File: config.mk
export PLATFORM = sky130hd
export DESIGN_NAME = wdog_regwin
export DESIGN_NICKNAME = d
export VERILOG_FILES = /design/src/rtl/wdog_pkg.sv /design/src/rtl/wdog_tick_gen.sv /design/src/rtl/wdog_countdown.sv /design/src/rtl/wdog_regfile.sv /design/src/rtl/wdog_regwin.sv
export SDC_FILE = /design/constraint.sdc
export NUM_CORES = 1
export LEC_CHECK = 0
export CAP_MARGIN = 20
export CELL_PAD_IN_SITES_DETAIL_PLACEMENT = 0
export CELL_PAD_IN_SITES_GLOBAL_PLACEMENT = 1
export CORE_UTILIZATION = 38
export DETAILED_ROUTE_END_ITERATION = 8
export PLACE_DENSITY = 0.8
export SLEW_MARGIN = 20
export SYNTH_ARGS = -nofsm -noshare
export SYNTH_HDL_FRONTEND = slang
export SYNTH_SLANG_ARGS = --single-unit
File: constraint.sdc
create_clock -name clk -period 2.1 [get_ports clk]
set_clock_uncertainty 0.15 [all_clocks]
set_input_delay 0.42 -clock clk [delete_from_list [all_inputs] [get_ports clk]]
set_output_delay 0.42 -clock clk [all_outputs]
set_load 0.02 [all_outputs]
File: src/rtl/wdog_pkg.sv
package wdog_pkg;
  localparam int unsigned ADDR_W = 5;
  localparam int unsigned DATA_W = 16;
  localparam int unsigned CNT_W  = 10;

  localparam logic [ADDR_W-1:0] OFF_COUNT  = 5'h00;
  localparam logic [ADDR_W-1:0] OFF_STAT_A = 5'h04;
  localparam logic [ADDR_W-1:0] OFF_STAT_B = 5'h06;
  localparam logic [ADDR_W-1:0] OFF_CTRL   = 5'h08;
  localparam logic [ADDR_W-1:0] OFF_INIT   = 5'h12;

  localparam int unsigned       HALT_POS   = 11;
  localparam logic [CNT_W-1:0]  INIT_FLOOR = 10'd4;
  localparam logic [DATA_W-1:0] CTRL_RST   = 16'h0800;
  localparam logic [DATA_W-1:0] INIT_RST   = 16'h0004;

  typedef struct packed {
    logic expire;
    logic second;
  } expiry_t;
endpackage

File: src/rtl/wdog_tick_gen.sv
module wdog_tick_gen #(
  parameter int unsigned TICK_CYCLES = 60_000_000
) (
  input  logic clk,
  input  logic rst_n,
  input  logic run_i,
  input  logic restart_i,
  output logic tick_o
);
  generate
    if (TICK_CYCLES < 2) begin : g_direct
      assign tick_o = run_i;
    end else begin : g_div
      localparam int unsigned PW = $clog2(TICK_CYCLES);
      localparam logic [PW-1:0] LAST = PW'(TICK_CYCLES - 1);
      logic [PW-1:0] phase_q;

      always_ff @(posedge clk) begin
        if (!rst_n)                                  phase_q <= '0;
        else if (!run_i || restart_i || phase_q == LAST) phase_q <= '0;
        else                                          phase_q <= phase_q + 1'b1;
      end

      assign tick_o = run_i && (phase_q == LAST);


      phase_bound_chk: assert property (@(posedge clk) disable iff (!rst_n)
        phase_q <= LAST);
    end
  endgenerate
endmodule

File: src/rtl/wdog_countdown.sv
module wdog_countdown
  import wdog_pkg::*;
(
  input  logic             clk,
  input  logic             rst_n,
  input  logic             tick_i,
  input  logic             reload_i,
  input  logic             inhibit_i,
  input  logic [CNT_W-1:0] init_i,
  output logic [CNT_W-1:0] count_o,
  output expiry_t          evt_o,
  output logic             rst_req_o
);
  logic [CNT_W-1:0] cnt_q;
  logic             pending_q;
  logic             expire, second;

  assign expire  = tick_i && !reload_i && (cnt_q <= CNT_W'(1));
  assign second  = expire && pending_q;
  assign evt_o   = '{expire: expire, second: second};
  assign count_o = cnt_q;

  always_ff @(posedge clk) begin
    if (!rst_n) begin
      cnt_q     <= INIT_RST[CNT_W-1:0];
      pending_q <= 1'b0;
      rst_req_o <= 1'b0;
    end else begin
      rst_req_o <= second && !inhibit_i;
      if (reload_i) begin
        cnt_q     <= init_i;
        pending_q <= 1'b0;
      end else if (expire) begin
        cnt_q     <= init_i;
        pending_q <= !pending_q;
      end else if (tick_i) begin
        cnt_q <= cnt_q - 1'b1;
      end
    end
  end


  reload_load_chk: assert property (@(posedge clk) disable iff (!rst_n)
    reload_i |=> (cnt_q == $past(init_i)));

  rst_pulse_chk: assert property (@(posedge clk) disable iff (!rst_n)
    rst_req_o |=> !rst_req_o);

  inhibit_chk: assert property (@(posedge clk) disable iff (!rst_n)
    rst_req_o |-> !$past(inhibit_i));

  cnt_nonzero_chk: assert property (@(posedge clk) disable iff (!rst_n)
    cnt_q != '0);
endmodule

File: src/rtl/wdog_regfile.sv
module wdog_regfile
  import wdog_pkg::*;
(
  input  logic              clk,
  input  logic              rst_n,
  input  logic              wr_en_i,
  input  logic [ADDR_W-1:0] addr_i,
  input  logic [DATA_W-1:0] wdata_i,
  input  logic [CNT_W-1:0]  count_i,
  input  expiry_t           evt_i,
  output logic [DATA_W-1:0] rdata_o,
  output logic              halt_o,
  output logic [CNT_W-1:0]  init_o,
  output logic              reload_o
);
  logic [DATA_W-1:0] ctrl_q, init_q;
  logic              stat_a_q, stat_b_q;
  logic              hit_cnt, hit_a, hit_b, hit_ctrl, hit_init, init_ok;

  assign hit_cnt  = wr_en_i && (addr_i == OFF_COUNT);
  assign hit_a    = wr_en_i && (addr_i == OFF_STAT_A);
  assign hit_b    = wr_en_i && (addr_i == OFF_STAT_B);
  assign hit_ctrl = wr_en_i && (addr_i == OFF_CTRL);
  assign hit_init = wr_en_i && (addr_i == OFF_INIT);
  assign init_ok  = wdata_i[CNT_W-1:0] >= INIT_FLOOR;

  always_ff @(posedge clk) begin
    if (!rst_n) begin
      ctrl_q   <= CTRL_RST;
      init_q   <= INIT_RST;
      stat_a_q <= 1'b0;
      stat_b_q <= 1'b0;
    end else begin
      if (hit_ctrl)            ctrl_q <= wdata_i;
      if (hit_init && init_ok) init_q <= wdata_i;
      stat_a_q <= evt_i.expire | (stat_a_q & ~(hit_a & wdata_i[0]));
      stat_b_q <= evt_i.second | (stat_b_q & ~(hit_b & wdata_i[0]));
    end
  end

  always_comb begin
    rdata_o = '0;
    case (addr_i)
      OFF_COUNT:  rdata_o = {{(DATA_W-CNT_W){1'b0}}, count_i};
      OFF_STAT_A: rdata_o = {{(DATA_W-1){1'b0}}, stat_a_q};
      OFF_STAT_B: rdata_o = {{(DATA_W-1){1'b0}}, stat_b_q};
      OFF_CTRL:   rdata_o = ctrl_q;
      OFF_INIT:   rdata_o = init_q;
      default:    rdata_o = '0;
    endcase
  end

  assign halt_o   = ctrl_q[HALT_POS];
  assign init_o   = init_q[CNT_W-1:0];
  assign reload_o = hit_cnt;


  init_floor_chk: assert property (@(posedge clk) disable iff (!rst_n)
    init_q[CNT_W-1:0] >= INIT_FLOOR);

  stat_set_chk: assert property (@(posedge clk) disable iff (!rst_n)
    evt_i.expire |=> stat_a_q);

  stat_clr_chk: assert property (@(posedge clk) disable iff (!rst_n)
    (hit_a && wdata_i[0] && !evt_i.expire) |=> !stat_a_q);
endmodule

File: src/rtl/wdog_regwin.sv
module wdog_regwin
  import wdog_pkg::*;
#(
  parameter int unsigned TICK_CYCLES = 60_000_000
) (
  input  logic              clk,
  input  logic              rst_n,
  input  logic              wr_en,
  input  logic [ADDR_W-1:0] addr,
  input  logic [DATA_W-1:0] wdata,
  output logic [DATA_W-1:0] rdata,
  input  logic              reboot_block,
  output logic              wdt_rst_req
);
  logic             halt, reload, tick;
  logic [CNT_W-1:0] init_val, count;
  expiry_t          evt;

  wdog_regfile u_regs (
    .clk(clk), .rst_n(rst_n), .wr_en_i(wr_en), .addr_i(addr), .wdata_i(wdata),
    .count_i(count), .evt_i(evt), .rdata_o(rdata), .halt_o(halt),
    .init_o(init_val), .reload_o(reload)
  );

  wdog_tick_gen #(.TICK_CYCLES(TICK_CYCLES)) u_tick (
    .clk(clk), .rst_n(rst_n), .run_i(!halt), .restart_i(reload), .tick_o(tick)
  );

  wdog_countdown u_cnt (
    .clk(clk), .rst_n(rst_n), .tick_i(tick), .reload_i(reload),
    .inhibit_i(reboot_block), .init_i(init_val), .count_o(count),
    .evt_o(evt), .rst_req_o(wdt_rst_req)
  );


  halt_freeze_chk: assert property (@(posedge clk) disable iff (!rst_n)
    (halt && !reload) |=> $stable(count));
endmodule

==> results.md, run 1 <==
* CP max FO at 4
* WP data required at 1.53 ns
* I/O Pins at 42
* Max Cap Viol at 0
* Sequential-to-total area share from yosys stat at 0.398
* Reg clk slew, reported paths at 0.08 ns
* Clock latency on the worst-skew pair at 0.35 ns
* Hold Crit Endpoint: u_regs.ctrl_q[9]$_SDFFE_PN0P_
* Std-Cell Rows at 35
* Die Ht at 99.7 um
* Total GRT Usage at 0.227
* Synth top area cells: dfxtp_1, nand2_1, nor2_1
* Post-synthesis async set-or-reset flop share at 0
* Reg-to-Reg End: u_cnt.count_o[8]$_SDFFE_PN0P_
* First-pass GRT wire length at 17,500 um
* Syn avg cell area at 8.13 um^2
* Share of layout cells above drive strength 1 at 0.278
* Hold path depth at 2
* ANT nets after route at 0
* Synth warn at 0
* R2R setup slack at 0.04 ns
* Slew HR at 0.641
* Period utilisation layout at 1.04
* Drt first pass iters at 4
* CTS max path bufs at 2
* Post-synth EDFFs at 0
* M3 GR Usage at 0.0337
* Hold_buf cts at 0
* Synth Flop Type: dfxtp_1
* Outcome: finished with violations
* Synth unique cells at 58
* Vias per inst at 5.27
* GR peak layer: met2
* TritonCTS buffer count at 9
* Endpoints failing setup at 8
* PnR worst setup slack at -0.0830 ns
* # DRC at 0
* Flops & latches, synth at 72
* Floorplan core area at 9240 um^2
* Non-Filler Cell Area, Final at 5170 um^2
* M2 GR Usage at 0.386
* Failing checks: negative setup slack
* WL per Instance at 15.6 um
* Worst Reg-to-Reg Cells at 6
* Critical-path top delay cell: nor4_4
* RSZ-0062 raised after global routing: true
* CP Cell Sequence: buf_6 > nand2b_4 > nor4_4 > buf_4 > buf_6 > buf_16 > nand2_1 > nand2_2 > buf_6
* Initial antenna violation count at 0
* FF-to-FF Start: u_tick.g_div.phase_q[13]$_SDFF_PP0_
* P_leak at 1.99 nW
* Gate Count Post-Synth at 446
* Die area at 9940 um^2
* Non-Filler Instances at 698
* Worst-margin pin slew at 0.534 ns
* Initial Util at 0.392
* Crit end category: primary output
* PD cells at 521 nW/um^2
* Pin count of the biggest net entering global routing at 23
* H-tree Lvls at 3
* Final #Nets at 592
* Hold Vio Cnt, Final at 0
* Smallest hold slack at 0.309 ns
* Routed WL at 10,900 um
* Final GP Congestion at 0.854
* Minimum clock period at 2.18 ns
* Post-synth top area share at 0.398
* Post-Place Cells at 672
* CTS sink cnt at 72
* Syn nets at 474
* Root Buffer: clkbuf_8
* Biggest area consumer among synthesized cells: dfxtp_1
* Placed Area at 4720 um^2
* Top cell by count, worst path: buf_6
* Port Buffers at 41
* P&R area growth vs syn at 42.6%
* Max VDD drop at 0.238 mV
* Mapped Area at 3630 um^2
* Max incr delay on CP at 0.30 ns
* Final HPWL from detailed placement at 7650 um
* Critical hold path startpoint: u_regs.ctrl_q[9]$_SDFFE_PN0P_
* Critical path class: input pin to primary output
* Arr. time, crit path at 1.61 ns
* Via count at 3,677
* Initial DRC count at 216
* Total gr overflow at 0
* Antenna cells at 0
* Startpoint Class: input pin
* Fmax at 458 MHz
* Met1 Use GR at 0.290
* CTS tree: built
* Max-slew violation count at 0
* Number of global-route vias before repair at 3,517
* DIE WIDTH at 99.7 um
* Hold WC Path Type: register to register
## per-layer routing
| layer | part of all wire | up-vias |
|---|---|---|
| met4 | 0.015 | 0 |
| met3 | 0.026 | 15 |
| met1 | 0.46 | 1764 |
| li1 | - | 1836 |
| met5 | 0 | - |
| met2 | 0.49 | 62 |
## Yosys cell counts, types with 2 or more instances
| cell type | n |
|---|---|
| a21bo_2 | 2 |
| a21oi_1 | 27 |
| a22o_1 | 6 |
| a22oi_1 | 11 |
| a31oi_1 | 2 |
| a32oi_1 | 4 |
| and2_0 | 2 |
| and2_1 | 2 |
| and3_1 | 5 |
| buf_2 | 6 |
| buf_6 | 2 |
| clkbuf_1 | 13 |
| dfxtp_1 | 72 |
| ha_1 | 3 |
| inv_1 | 8 |
| mux2i_1 | 10 |
| nand2_1 | 76 |
| nand2b_1 | 2 |
| nand3_1 | 25 |
| nand4_1 | 21 |
| nand4b_1 | 3 |
| nor2_1 | 55 |
| nor2b_1 | 2 |
| nor3_1 | 9 |
| nor4_1 | 7 |
| nor4_2 | 3 |
| o211ai_1 | 4 |
| o21ai_0 | 8 |
| o31ai_1 | 2 |
| or4_1 | 2 |
| or4b_4 | 2 |
| xnor2_1 | 8 |
| xor2_1 | 17 |
## registers in the layout (all words and copies together) (netlist names)
register	count
u_cnt.count_o	10
u_cnt.rst_req_o	1
u_tick.g_div.phase_q	26
u_regs.stat_a_q	1
u_regs.init_q	16
u_regs.stat_b_q	1
u_cnt.pending_q	1
u_regs.ctrl_q	16
## report_power, final
group | switching [mW] | leakage, nW | total [mW] | internal [mW]
combinational | 0.0890 | 1.31 | 0.192 | 0.103
clock | 0.543 | 0.101 | 1.13 | 0.587
sequential | 0.00459 | 0.581 | 1.37 | 1.37
total | 0.637 | 1.99 | 2.70 | 2.06
## worst max-delay path, delay by kind of cell
family	cells	cell delay (ns)
buf+inv	5	0.60
simple gates	4	0.60
## timing repair
item	CTS	global route
resized for setup	133	29
pin swaps	14	20
setup buffers	7	2
cloned	3	0
setup endpoints to repair	30	25
## how the worst max path moves through the flow
stage / startpoint / to / cells past startpoint
after CTS: addr[1] / rdata[12] / 7
after detailed placement: addr[3] / rdata[2] / 7
after floorplan: addr[4] / rdata[0] / 4
after global placement: addr[3] / rdata[8] / 7
final: addr[1] / rdata[9] / 9
after global routing: addr[4] / rdata[9] / 8
## layout make-up
type | instances | area (um^2)
fill | 858 | 4070
multi-input combinational | 343 | 2150
sequential | 72 | 1440
timing repair buffer | 130 | 1190
tap | 129 | 161
clock buffer | 12 | 145
clock inverter | 4 | 52.6
inverter | 8 | 30.0
## placed cells by master, fill, tap and decap left out, types with 3 or more instances in the layout
cell type and n:
a22oi_2 6, buf_6 33, nand4b_1 3, nor4_1 6, xnor2_1 8, buf_4 72, a32oi_1 4, ha_1 3
inv_1 8, a22o_1 6, nor2_1 54, o211ai_1 4, nor3_1 8, clkbuf_8 10, and3_1 4, a22oi_1 5
nand3_1 24, nand4_1 21, nand2_1 74, dfxtp_1 70, a21oi_1 26, mux2i_1 10, clkdlybuf4s50_1 20, xor2_1 17
o21ai_0 8
## cells by family after synthesis
kind of cell             after synthesis  synth area share
XOR/XNOR                              25            0.0604
AO/OA/AOI/OAI                         75             0.140
AND/OR/NAND/NOR                      229             0.320
multiplexers                          11            0.0307
buffers and inverters                 31            0.0414
flip-flops                            72             0.398
adder cells (fa/ha/maj)                3            0.0104
## per-stage QoR
| stage | util | power (mW) | setup WS, ns | TNS (ns) |
|---|---|---|---|---|
| floorplan | - | 1.45 | 0.0185 | 0 |
| global placement | 0.510 | 1.57 | -0.798 | -33.71 |
| detailed placement | 0.510 | 1.57 | -0.817 | -34.71 |
| CTS | 0.553 | 2.71 | -0.0620 | -0.387 |
| global route | 0.560 | 2.80 | -0.104 | -1.20 |
| finish | 0.560 | 2.70 | -0.0830 | -0.271 |
No activity file was read; power rests on OpenSTA's default activity.
==> run 2, diff against run 1 <==
--- a/config.mk
+++ b/config.mk
@@ -8,6 +8,7 @@
 export CAP_MARGIN = 20
 export CELL_PAD_IN_SITES_DETAIL_PLACEMENT = 0
 export CELL_PAD_IN_SITES_GLOBAL_PLACEMENT = 1
+export CORE_MARGIN = 8
 export CORE_UTILIZATION = 38
 export DETAILED_ROUTE_END_ITERATION = 8
 export PLACE_DENSITY = 0.8
==> results.md, run 2 (synthesis gave the netlist of run 1 again) <==
* Endpoints failing setup at 0 (-8)
* Clock latency on the worst-skew pair at 0.34 ns (about the same)
* Most frequent cells in the layout: buf_4, nand2_1, dfxtp_1
* WP data required at 1.53 ns (about the same)
* Critical Path Stages at 7 (-2)
* Vias per inst at 5.38 (+2.2%)
* R2R setup slack at 0.06 ns (+0.02 ns)
* Total gr overflow at 0 (unchanged)
* Critical path class: input pin to primary output
* Hold Vio Cnt, Final at 0 (unchanged)
* Placed Area at 4680 um^2 (-0.69%)
* Critical-path top delay cell: nor4_4
* Slew HR at 0.684 (+0.0430)
* P_leak at 1.96 nW (-1.4%)
* Worst Setup EP: rdata[6]
* Root Buffer: clkbuf_8
* CP max FO at 7 (+3)
* Outcome: finished, final reports clean
* Hold WC Path Type: register to register
* Initial antenna violation count at 0 (unchanged)
* Std-Cell Rows at 35 (unchanged)
* Die area at 12,900 um^2 (+30%)
* Area of the multi-input gates at 2140 um^2 (-0.23%)
* Biggest register: u_tick.g_div.phase_q
* Non-Filler Instances at 692 (-0.86%)
* Reg clk slew, reported paths at 0.08 ns (about the same)
* Period utilisation layout at 0.998 (-0.0419)
* Fmax at 477 MHz (+4.2%)
* Worst-margin pin slew at 0.470 ns (-0.0640 ns)
* Smallest hold slack at 0.311 ns (+0.00252 ns)
* Final #Nets at 586 (-1.0%)
* Initial DRC count at 181 (-16%)
* First-pass GRT wire length at 18,200 um (+3.9%)
* Max Cap Viol at 0 (unchanged)
* CTS tree: built
* WL per Instance at 16.2 um (+4.0%)
* DIE WIDTH at 114 um (+14%)
* Max-slew violation count at 0 (unchanged)
* Max FFs per register at 26 (unchanged)
* ANT nets after route at 0 (unchanged)
* Post-Place Cells at 666 (-0.89%)
* CP Cell Sequence: buf_8 > nand2b_4 > nor4_4 > buf_4 > nand2_1 > nand2_1 > buf_4
* Startpoint Class: input pin
* Reg-to-Reg End: u_cnt.count_o[4]$_SDFFE_PN0P_
* Max VDD drop at 0.287 mV (+20%)
* Routed WL at 11,200 um (+3.1%)
* Port Buffers at 41 (unchanged)
* H-tree Lvls at 3 (unchanged)
* CTS sink cnt at 72 (unchanged)
* Total GRT Usage at 0.176 (-0.0505)
* # DRC at 0 (unchanged)
* Arr. time, crit path at 1.53 ns (-0.08 ns)
* Antenna cells at 0 (unchanged)
* Largest registers: u_tick.g_div.phase_q (26), u_regs.ctrl_q (16), u_regs.init_q (16)
* Die Ht at 114 um (+14%)
* I/O Pins at 42 (unchanged)
* Final HPWL from detailed placement at 8280 um (+8.2%)
* Total power at 2.66 mW (-1.2%)
* Minimum clock period at 2.10 ns (-0.0880 ns)
* Number of global-route vias before repair at 3,657 (+4.0%)
* Register area at 1440 um^2 (about the same)
* TritonCTS buffer count at 9 (unchanged)
* Non-Filler Cell Area, Final at 5080 um^2 (-1.7%)
* Floorplan core area at 9240 um^2 (unchanged)
* Pin count of the biggest net entering global routing at 23 (unchanged)
* Final GP Congestion at 0.898 (+5.2%)
* Fill cells at 878 (+2.3%)
* CTS max path bufs at 2 (unchanged)
* Leading cell type in the layout, fill and taps excluded: buf_4
* Worst setup startpoint: addr[1]
* PD cells at 524 nW/um^2 (+0.51%)
* Initial Util at 0.392 (unchanged)
* Top cell family by delay on the critical path: simple AND/OR/NAND/NOR gates
* Max incr delay on CP at 0.36 ns (+0.06 ns)
* Via count at 3,724 (+1.3%)
* Worst Reg-to-Reg Cells at 6 (unchanged)
* Worst path bufs/invs at 3 (-2)
* Utilization after layout at 0.550 (-0.00962)
* FF-to-FF Start: u_tick.g_div.phase_q[21]$_SDFF_PP0_
* P&R area growth vs syn at 40.1%
* RSZ-0062 raised after global routing: true
* Crit end category: primary output
* Share of layout cells above drive strength 1 at 0.265 (-0.0130)
* Drt first pass iters at 4 (unchanged)
## run 2: changes by cell type in the layout (fill, tap and decap cells not counted), moves of 2 or more
cell and delta:
buf_6 -19, buf_4 +11, a22oi_1 +4, a22oi_2 -4, buf_12 +2
## run 2: final cells by class
cell class,count,share of cell area
Sequential cell,72,0.284
Tap cell,129,0.0318
Inverter,8,0.00591
Clock inverter,6,0.0135
Timing Repair Buffer,124,0.218
Clock buffer,10,0.0251
Multi-Input combinational cell,343,0.422
## run 2: worst reg2reg max path, delay by kind of cell (launching register included)
| kind | cells | cell delay [ns] |
|---|---|---|
| and+or+nand+nor | 3 | 1.07 |
| buffers and inverters | 1 | 0.12 |
| DFF | 1 | 0.32 |
| AOI/OAI and AO/OA | 2 | 0.32 |
## run 2: layer usage
metal	up-vias	wire [um]	global-route usage
met4	0	325	0.0826
met3	25	379	0.0291
met5	-	0	0
met2	79	5610	0.307
li1	1820	-	-
met1	1800	4880	0.206
## run 2: worst min-delay path by stage
stage,start,end,slack (ns),cells after the start
after CTS,u_regs.ctrl_q[7]$_SDFFE_PN0P_,u_regs.ctrl_q[7]$_SDFFE_PN0P_,0.31,2
final,u_regs.ctrl_q[7]$_SDFFE_PN0P_,u_regs.ctrl_q[7]$_SDFFE_PN0P_,0.31,2
after global routing,u_regs.ctrl_q[14]$_SDFFE_PN0P_,u_regs.ctrl_q[14]$_SDFFE_PN0P_,0.33,2
after floorplan,u_tick.g_div.phase_q[0]$_SDFF_PP0_,u_tick.g_div.phase_q[0]$_SDFF_PP0_,0.28,1
after detailed placement,u_regs.ctrl_q[7]$_SDFFE_PN0P_,u_regs.ctrl_q[7]$_SDFFE_PN0P_,0.30,2
after global placement,u_regs.ctrl_q[3]$_SDFFE_PN0P_,u_regs.ctrl_q[3]$_SDFFE_PN0P_,0.29,2
## run 2: where the power goes
group	total [mW]	switching, mW	internal (mW)
sequential	1.37	0.00496	1.37
clock	1.10	0.547	0.555
combinational	0.187	0.0863	0.101
## run 2: metrics by stage
stage,TNS [ns],setup slack (ns)
global route,-0.578,-0.0617
detailed placement,-37.11,-0.883
CTS,-0.00881,-0.00881
global placement,-33.51,-0.788
floorplan,0,0.0185
finish,0,0.00497
## run 2: timing repair
item,CTS,global route
cloned,2,0
hold buffers,0,0
gates resized for setup,124,24
setup buffers,5,3
setup endpoints to repair,51,25
pin swaps,6,13
==> run 3, diff against run 2 <==
--- a/config.mk
+++ b/config.mk
@@ -9,8 +9,9 @@
 export CELL_PAD_IN_SITES_DETAIL_PLACEMENT = 0
 export CELL_PAD_IN_SITES_GLOBAL_PLACEMENT = 1
 export CORE_MARGIN = 8
-export CORE_UTILIZATION = 38
+export CORE_UTILIZATION = 43
 export DETAILED_ROUTE_END_ITERATION = 8
+export DONT_BUFFER_PORTS = 1
 export PLACE_DENSITY = 0.8
 export SLEW_MARGIN = 20
 export SYNTH_ARGS = -nofsm -noshare
==> results.md, run 3 (synthesis gave the netlist of run 1 again) <==
* Outcome: finished, final reports clean
* Switching pwr at 0.569 mW (-11%)
* Minimum clock period at 2.08 ns (-0.0183 ns)
* Root Buffer: clkbuf_8
* Initial DRC count at 131 (-28%)
* Fmax at 482 MHz (+0.88%)
* Antenna cells at 0 (unchanged)
* Die area at 11,600 um^2 (-10%)
* Final GP Congestion at 0.892 (-0.63%)
* PnR worst setup slack at 0.0232 ns (+0.0183 ns)
* Die Ht at 108 um (-5.2%)
* Total gr overflow at 0 (unchanged)
* Vias per inst at 5.68 (+5.5%)
* Routed WL at 9500 um (-15%)
* CTS max path bufs at 2 (unchanged)
* Non-Filler Cell Area, Final at 4250 um^2 (-16%)
* Share of layout cells above drive strength 1 at 0.156 (-0.109)
* Non-Filler Instances at 586 (-15%)
* Clock latency on the worst-skew pair at 0.34 ns (about the same)
* I/O Pins at 42 (unchanged)
* Utilization after layout at 0.517 (-0.0326)
* Sequential share of power at 0.539 (+0.023)
* Crit end category: register
* P&R area growth vs syn at 17.2%
* Drt first pass iters at 4 (unchanged)
* Period utilisation layout at 0.989 (-0.00869)
* Slew HR at 0.633 (-0.0506)
* Initial antenna violation count at 0 (unchanged)
* TritonCTS buffer count at 9 (unchanged)
* Total GRT Usage at 0.167 (-0.00902)
* Switching Fraction at 0.223 (-0.0161)
* CP max FO at 7 (unchanged)
* Pin count of the biggest net entering global routing at 30 (+30%)
* Worst slack at placement at -0.0384 ns (+0.845 ns)
* Final HPWL from detailed placement at 7140 um (-14%)
* Max VDD drop at 0.272 mV (-5.2%)
* Hold WC Path Type: input pin to register
* Via count at 3,327 (-11%)
* Clock share of power at 0.432 (+0.018)
* ANT nets after route at 0 (unchanged)
* WP data required at 2.18 ns (+0.65 ns)
* Startpoint Class: register
* RSZ-0062 raised after global routing: true
* Total power at 2.55 mW (-4.4%)
* Placed Area at 3990 um^2 (-15%)
* Critical path class: register to register
* Leading cell type in the layout, fill and taps excluded: nand2_1
* CTS tree: built
* First-pass GRT wire length at 15,700 um (-14%)
* CTS sink cnt at 72 (unchanged)
* DIE WIDTH at 108 um (-5.2%)
* Number of global-route vias before repair at 3,193 (-13%)
* Initial Util at 0.441 (+0.0489)
* P_leak at 1.52 nW (-23%)
* # DRC at 0 (unchanged)
* Smallest hold slack at 0.0551 ns (-0.256 ns)
* Hold Vio Cnt, Final at 0 (unchanged)
* PD cells at 599 nW/um^2 (+14%)
* Post-Place Cells at 566 (-15%)
* Most frequent cells in the layout: nand2_1, dfxtp_1, nor2_1
* Endpoints failing setup at 0 (unchanged)
* Logic pwr share at 0.029 (-0.041)
* Final #Nets at 504 (-14%)
* Arr. time, crit path at 2.16 ns (+0.63 ns)
* Setup_tns at 0 ns (unchanged)
* H-tree Lvls at 3 (unchanged)
* R2R setup slack at 0.02 ns (-0.04 ns)
* Reg clk slew, reported paths at 0.08 ns (about the same)
* Internal Pwr Total at 1.98 mW (-2.4%)
* Largest registers: u_tick.g_div.phase_q (26), u_regs.ctrl_q (16), u_regs.init_q (16)
* WL per Instance at 16.2 um (+0.14%)
* Max Cap Viol at 0 (unchanged)
* Biggest register: u_tick.g_div.phase_q
* Max FFs per register at 26 (unchanged)
* Max-slew violation count at 0 (unchanged)
* Port Buffers at 0 (-100%)
* Worst-margin pin slew at 0.548 ns (+0.0775 ns)
* Floorplan core area at 8220 um^2 (-11%)
* Std-Cell Rows at 33 (-5.7%)
## run 3: changes by cell type in the layout (fill, tap and decap cells not counted), moves of 2 or more
| cell | before | now |
|---|---|---|
| a22oi_1 | 9 | 11 |
| nand2_1 | 73 | 76 |
| a22oi_2 | 2 | 0 |
| clkdlybuf4s50_1 | 20 | 0 |
| buf_6 | 14 | 0 |
| dlygate4sd3_1 | 0 | 2 |
| buf_4 | 83 | 36 |
| nand2_2 | 2 | 0 |
## run 3: path summary, 6_finish.rpt
check                                      start                        endpoint  cells after the start
min reg2reg        u_regs.ctrl_q[6]$_SDFFE_PN0P_   u_regs.ctrl_q[6]$_SDFFE_PN0P_                      2
max reg2reg  u_tick.g_div.phase_q[21]$_SDFF_PP0_   u_cnt.count_o[4]$_SDFFE_PN0P_                      5
max          u_tick.g_div.phase_q[21]$_SDFF_PP0_   u_cnt.count_o[4]$_SDFFE_PN0P_                      5
min                                    wdata[11]  u_regs.ctrl_q[11]$_SDFFE_PN1P_                      2
## run 3: timing repair
action                     4_1_cts  5_1_grt
gates resized for setup          1        6
hold buffers                     2        0
hold endpoints to repair         3        0
pin swaps                        0        2
cloned                           0        0
buffers inserted                 0        2
setup endpoints to repair        1        5
## run 3: critical path: stages (launching register included)
cell     delay, ns
dfxtp_1       0.31
or4b_4        0.56
nor3_4        0.28
and3_4        0.29
nand4_1       0.11
a32o_1        0.27
## run 3: power groups by stage
stage               clock network [mW]  logic (mW)  registers (mW)
floorplan                            0      0.0491            1.40
global placement                     0      0.0685            1.41
detailed placement                   0      0.0694            1.41
CTS                               1.13      0.0734            1.37
global route                      1.20      0.0806            1.37
finish                            1.10      0.0732            1.37
## run 3: per-layer routing
layer | share of wire | track usage
met5 | 0 | 0
met4 | 0.012 | 0.0654
met3 | 0.063 | 0.0443
met2 | 0.49 | 0.280
met1 | 0.44 | 0.198
## run 3: cell type report
type                            count  area [um^2]
Sequential cell                    72         1440
Multi-Input combinational cell    343         2080
Clock buffer                       11          141
Clock inverter                      5         56.3
Tap cell                          105          131
Inverter                            8         30.0
Timing Repair Buffer               42          370
Fill cell                         782         3970
